--- src/rtl/ctlser_pkg.sv ---
package ctlser_pkg;

   // Arming progress after reset: no pulse yet, one pulse seen, output live.
   typedef enum logic [1:0] {
      ARM_IDLE  = 2'd0,
      ARM_FIRST = 2'd1,
      ARM_LIVE  = 2'd2
   } arm_state_e;

   // Slots between the slot that sends a group and the slot whose data it controls.
   localparam int unsigned SEND_LEAD = 1;
   // Slots between reading a group and sending it.
   localparam int unsigned READ_AHEAD = 2;

endpackage

--- src/rtl/ctlser_timer.sv ---
module ctlser_timer
   import ctlser_pkg::*;
#(
   parameter int unsigned SLOTS   = 32,
   parameter int unsigned STREAMS = 8,
   localparam int unsigned SW = $clog2(SLOTS),
   localparam int unsigned BW = $clog2(STREAMS)
)(
   input  logic          clk,
   input  logic          rst_n,
   input  logic          frame_sync,
   output logic [SW-1:0] slot_q,
   output logic [BW-1:0] bit_q,
   output logic          next_is_bit0,
   output logic          live
);

   localparam logic [BW-1:0] LAST_BIT  = BW'(STREAMS - 1);
   localparam logic [SW-1:0] LAST_SLOT = SW'(SLOTS - 1);

   arm_state_e arm_q;

   assign next_is_bit0 = frame_sync || (bit_q == LAST_BIT);
   assign live         = (arm_q == ARM_LIVE);

   always_ff @(posedge clk) begin
      if (!rst_n) begin
         slot_q <= '0;
         bit_q  <= '0;
      end else if (frame_sync) begin
         slot_q <= '0;
         bit_q  <= '0;
      end else if (bit_q == LAST_BIT) begin
         bit_q  <= '0;
         slot_q <= (slot_q == LAST_SLOT) ? '0 : slot_q + 1'b1;
      end else begin
         bit_q  <= bit_q + 1'b1;
      end
   end

   always_ff @(posedge clk) begin
      if (!rst_n) begin
         arm_q <= ARM_IDLE;
      end else if (frame_sync) begin
         case (arm_q)
            ARM_IDLE:  arm_q <= ARM_FIRST;
            default:   arm_q <= ARM_LIVE;
         endcase
      end
   end

endmodule

--- src/rtl/ctlser_fetch.sv ---
module ctlser_fetch
   import ctlser_pkg::*;
#(
   parameter int unsigned SLOTS   = 32,
   parameter int unsigned STREAMS = 8,
   parameter int unsigned RD_LAT  = 1,
   localparam int unsigned SW = $clog2(SLOTS),
   localparam int unsigned BW = $clog2(STREAMS)
)(
   input  logic               clk,
   input  logic               rst_n,
   input  logic [SW-1:0]      slot_q,
   input  logic [BW-1:0]      bit_q,
   output logic               fetch_en,
   output logic [SW-1:0]      fetch_chan,
   input  logic [STREAMS-1:0] fetch_bits,
   output logic [STREAMS-1:0] hold_q
);

   localparam int unsigned   AHEAD    = SEND_LEAD + READ_AHEAD;
   localparam logic [BW-1:0] REQ_BIT  = BW'(STREAMS - 1 - RD_LAT);
   localparam logic [BW-1:0] TAKE_BIT = BW'(STREAMS - 1);

   assign fetch_en = (bit_q == REQ_BIT);

   generate
      if ((SLOTS & (SLOTS - 1)) == 0) begin : g_pow2_wrap
         assign fetch_chan = slot_q + SW'(AHEAD);
      end else begin : g_cmp_wrap
         logic [SW:0] sum;
         assign sum        = {1'b0, slot_q} + (SW + 1)'(AHEAD);
         assign fetch_chan = (sum >= (SW + 1)'(SLOTS)) ?
                             SW'(sum - (SW + 1)'(SLOTS)) : SW'(sum);
      end
   endgenerate

   always_ff @(posedge clk) begin
      if (!rst_n) begin
         hold_q <= '0;
      end else if (bit_q == TAKE_BIT) begin
         hold_q <= fetch_bits;
      end
   end

endmodule

--- src/rtl/ctlser_shift.sv ---
module ctlser_shift #(
   parameter int unsigned STREAMS = 8
)(
   input  logic               clk,
   input  logic               rst_n,
   input  logic               load,
   input  logic [STREAMS-1:0] hold_q,
   input  logic               live,
   output logic               ctl_out
);

   logic [STREAMS-1:0] sh_q;

   always_ff @(posedge clk) begin
      if (!rst_n) begin
         sh_q <= '0;
      end else if (load) begin
         sh_q <= hold_q;
      end else begin
         sh_q <= {1'b0, sh_q[STREAMS-1:1]};
      end
   end

   assign ctl_out = live & sh_q[0];

endmodule

--- src/rtl/slot_ctl_serializer.sv ---
module slot_ctl_serializer #(
   parameter int unsigned SLOTS   = 32,
   parameter int unsigned STREAMS = 8,
   parameter int unsigned RD_LAT  = 1,
   localparam int unsigned SW = $clog2(SLOTS),
   localparam int unsigned BW = $clog2(STREAMS)
)(
   input  logic               clk,
   input  logic               rst_n,
   input  logic               frame_sync,
   output logic               fetch_en,
   output logic [SW-1:0]      fetch_chan,
   input  logic [STREAMS-1:0] fetch_bits,
   output logic               ctl_out
);

   generate
      if (STREAMS < 2 || SLOTS < 4) begin : g_bad_size
         initial $fatal(1, "slot_ctl_serializer: STREAMS>=2 and SLOTS>=4 required");
      end
      if (RD_LAT < 1 || RD_LAT > STREAMS - 1) begin : g_bad_lat
         initial $fatal(1, "slot_ctl_serializer: RD_LAT must lie in 1..STREAMS-1");
      end
   endgenerate

   logic [SW-1:0]      slot_q;
   logic [BW-1:0]      bit_q;
   logic               next_is_bit0;
   logic               live;
   logic [STREAMS-1:0] hold_q;

   ctlser_timer #(.SLOTS(SLOTS), .STREAMS(STREAMS)) u_timer (
      .clk          (clk),
      .rst_n        (rst_n),
      .frame_sync   (frame_sync),
      .slot_q       (slot_q),
      .bit_q        (bit_q),
      .next_is_bit0 (next_is_bit0),
      .live         (live)
   );

   ctlser_fetch #(.SLOTS(SLOTS), .STREAMS(STREAMS), .RD_LAT(RD_LAT)) u_fetch (
      .clk        (clk),
      .rst_n      (rst_n),
      .slot_q     (slot_q),
      .bit_q      (bit_q),
      .fetch_en   (fetch_en),
      .fetch_chan (fetch_chan),
      .fetch_bits (fetch_bits),
      .hold_q     (hold_q)
   );

   ctlser_shift #(.STREAMS(STREAMS)) u_shift (
      .clk     (clk),
      .rst_n   (rst_n),
      .load    (next_is_bit0),
      .hold_q  (hold_q),
      .live    (live),
      .ctl_out (ctl_out)
   );

endmodule

--- config.mk ---
export PLATFORM = sky130hd
export DESIGN_NAME = slot_ctl_serializer
export DESIGN_NICKNAME = d
export VERILOG_FILES = /design/src/rtl/ctlser_pkg.sv /design/src/rtl/ctlser_timer.sv /design/src/rtl/ctlser_fetch.sv /design/src/rtl/ctlser_shift.sv /design/src/rtl/slot_ctl_serializer.sv
export SDC_FILE = /design/constraint.sdc
export NUM_CORES = 1
export LEC_CHECK = 0
export CORE_MARGIN = 5
export CORE_UTILIZATION = 32
export DETAILED_ROUTE_END_ITERATION = 8
export DONT_BUFFER_PORTS = 1
export HOLD_SLACK_MARGIN = 0.1
export PLACE_DENSITY = 0.56
export SKIP_LAST_GASP = 1
export SYNTH_ARGS = -nofsm -noshare
export SYNTH_HDL_FRONTEND = slang
export SYNTH_SLANG_ARGS = --single-unit
--- constraint.sdc ---
create_clock -name clk -period 1.5 [get_ports clk]
set_clock_uncertainty 0.1 [all_clocks]
set_input_delay 0.075 -clock clk [delete_from_list [all_inputs] [get_ports clk]]
set_output_delay 0.075 -clock clk [all_outputs]
set_load 0.005 [all_outputs]
==> results.sh <==
export IMPL_worst_pin_slew_ns=0.475
export IMPL_ys_ff_latch=26
export IMPL_max_vdd_ir_drop_v=0.000740
export IMPL_hold_ws_ns=0.301
export IMPL_grt_pass1_vias=876
export IMPL_cts_tree="built"
export IMPL_final_area_um2=1540
export IMPL_cap_violations=0
export IMPL_route_detailed_drc=0
export IMPL_place_ws_ns=-0.0502
export IMPL_synth_area_um2=1130
export IMPL_area_growth_pct=36.7
export IMPL_final_setup_viol_count=0
export IMPL_final_util_pct=45.6
export IMPL_start_kind="register"
export IMPL_drv_slew=0
export IMPL_clock_sinks=26
export IMPL_diodes=0
export IMPL_slew_headroom_pct=68.2
export IMPL_antenna_left=0
export IMPL_max_freq_ghz=0.672
export IMPL_hp_class="input port to register"
export IMPL_overflow=0
export IMPL_track_usage_pct=9.03
export IMPL_viasPerCell=4.51
export IMPL_crit_required_ns=1.32
export IMPL_vias=847
export IMPL_powerDensity_nw_per_um2=723
export IMPL_htreeDepth=1
export IMPL_crit_family="flip-flops"
export IMPL_num_fill_cells=332
export IMPL_crit_chain="buf_6, inv_1, ha_4, nor2_4, xor2_2"
export IMPL_endpoint_kind="primary output"
export IMPL_crit_type="register to primary output"
export IMPL_clkTransAtPathRegs_ns=0.14
export IMPL_yosys_cell_types_count=25
export IMPL_cpPeakStageDelay_ns=0.38
export IMPL_antenna_found_initial=0
export IMPL_crit_fanout=4
export IMPL_rsz0062_at_grt="yes"
export IMPL_mostFrequentLayoutCells="22 x dfxtp_1, 14 x dlygate4sd3_1, 11 x nand2_1, 11 x mux2i_1, 10 x nor2b_1"
export IMPL_syn_inst=116
export IMPL_clock_latency_ns=0.32
export IMPL_placed_cell_area_um2=1250
export IMPL_drtIter0Drc=11
export IMPL_synth_area_per_cell_um2=9.74
export IMPL_cts_buffers=3
export IMPL_post_route_min_period_ns=1.49
export IMPL_dp_hpwl_mm=1.50
export IMPL_fin_ws_ns=0.0111
export IMPL_synth_seq_area_share_pct=46.1
export IMPL_routedWlPerCell_um=11.7
export IMPL_hold_viol_final=0
export IMPL_layout_commonest_cell="dfxtp_1"
export IMPL_routabilityCongestion=0.668
export IMPL_syn_nets=133
export IMPL_outcome="complete, no violations"
export IMPL_drive_gt1_share_pct=23.9
export IMPL_crit_arrival_ns=1.31
export IMPL_nets=160
export IMPL_initial_utilization_pct=33.3
export IMPL_die_w_um=69.4
export IMPL_drt_total_wl_mm=2.21
export IMPL_die_area_um2=4820
export IMPL_grt_max_degree=22
export IMPL_slowest_stage="dfxtp_2"
export IMPL_core_um2=3390
export IMPL_fin_crit_sh_pct=99.3
export IMPL_num_io_pins=18
export IMPL_finalPower_mw=1.12
export IMPL_p_leak_nw=0.537
export IMPL_root_buffer="clkbuf_4"
export IMPL_rows=21
export IMPL_port_buffers=0
export IMPL_fp_dieH_um=69.4
export IMPL_grt_first_pass_wirelength_mm=3.68
export IMPL_cts_max_path_buffers=2
export IMPL_yosys_warnings=0
export IMPL_critical_path_buf_inv_count=2
export IMPL_drt_first_pass_iters=2
==> worst register-to-register path, delay by kind of cell (launching register included) <==
family          cells  cell delay (ns)
buf+inv             2             0.27
flops               1             0.35
fa+ha+maj           2             0.38
compound gates      2             0.24
==> metal layers <==
layer	global-route usage [%]	vias to the layer above	routed length, um
met5	0	-	0
met3	3.19	2	86
met2	18.0	12	1200
met1	8.96	395	912
met4	1.30	0	8
li1	-	438	-
==> cells in the mapped netlist <==
master / instances / area share, %
and2_1: 1 / 0.55
and3_2: 1 / 0.66
nand4_1: 1 / 0.55
buf_6: 1 / 1.0
nand2b_1: 1 / 0.55
dfxtp_1: 26 / 46
and3_1: 1 / 0.55
buf_4: 3 / 2.0
clkbuf_1: 2 / 0.66
inv_1: 4 / 1.3
nor2_4: 1 / 1.0
nor3b_1: 1 / 0.66
xor2_1: 2 / 1.6
nor2b_1: 10 / 5.5
mux2i_1: 11 / 9.7
nor2_1: 10 / 3.3
a21oi_1: 2 / 0.89
o21a_1: 1 / 0.66
ha_1: 6 / 6.6
nand2_1: 11 / 3.7
o21ai_0: 9 / 4.0
a21boi_0: 7 / 4.7
and4bb_2: 1 / 1.1
a211oi_2: 1 / 1.1
xnor2_1: 2 / 1.6
==> power breakdown <==
group          switching (mW)  internal, mW  total [mW]
combinational          0.0266        0.0425      0.0690
clock                   0.199         0.148       0.347
sequential            0.00476         0.696       0.700
==> repair_timing <==
| action | 4_1_cts | 5_1_grt |
|---|---|---|
| cloned | 1 | 0 |
| hold endpoints to repair | 26 | 19 |
| buffers inserted | 0 | 2 |
| resized for setup | 9 | 19 |
| endpoints found under the setup margin | 7 | 15 |
| hold buffers | 4 | 10 |
| pin swaps | 4 | 7 |
==> registers in the layout, indices dropped and copies added, names as in the netlist <==
signal          count
u_fetch.hold_q      8
u_shift.sh_q        8
u_timer.bit_q       3
u_timer.slot_q      5
u_timer.arm_q       2
==> area by class of cell <==
type                    instances  area, um2  share of cell area (%)
multi-input cells              81        627                    40.6
flip-flops and latches         26        528                    34.2
inverters                       4       17.5                    1.13
clock buffers                   4       36.3                    2.35
repair buffers                 27        278                    18.0
well taps                      46       57.6                    3.73
==> cells by family after synthesis <==
family                   count (synthesis)  share of synthesized area [%]
XOR/XNOR                                 4                           3.10
multiplexers                            11                           9.75
flip-flops                              26                           46.1
buffers and inverters                   10                           4.98
AO/OA/AOI/OAI                           20                           11.3
adder cells (fa/ha/maj)                  6                           6.64
AND/OR/NAND/NOR                         39                           18.2
==> path summary, 6_finish.rpt <==
kind / start / end / slack [ns] / cells past startpoint
min: rst_n / u_shift.sh_q[7] / 0.30 / 3
max reg2reg: u_timer.bit_q[0] / u_shift.sh_q[2] / 0.05 / 6
max: u_timer.slot_q[1] / fetch_chan[4] / 0.01 / 5
min reg2reg: u_shift.sh_q[6] / u_shift.sh_q[5] / 0.35 / 2
==> metrics by stage <==
stage / cells / TNS, ns
6_report: 188 / 0
3_5_place_dp: 167 / -0.0502
5_1_grt: 188 / -0.0677
3_3_place_gp: 167 / 0
4_1_cts: 176 / -0.0237
2_1_floorplan: 116 / 0
(Power assumes the default switching activity.)
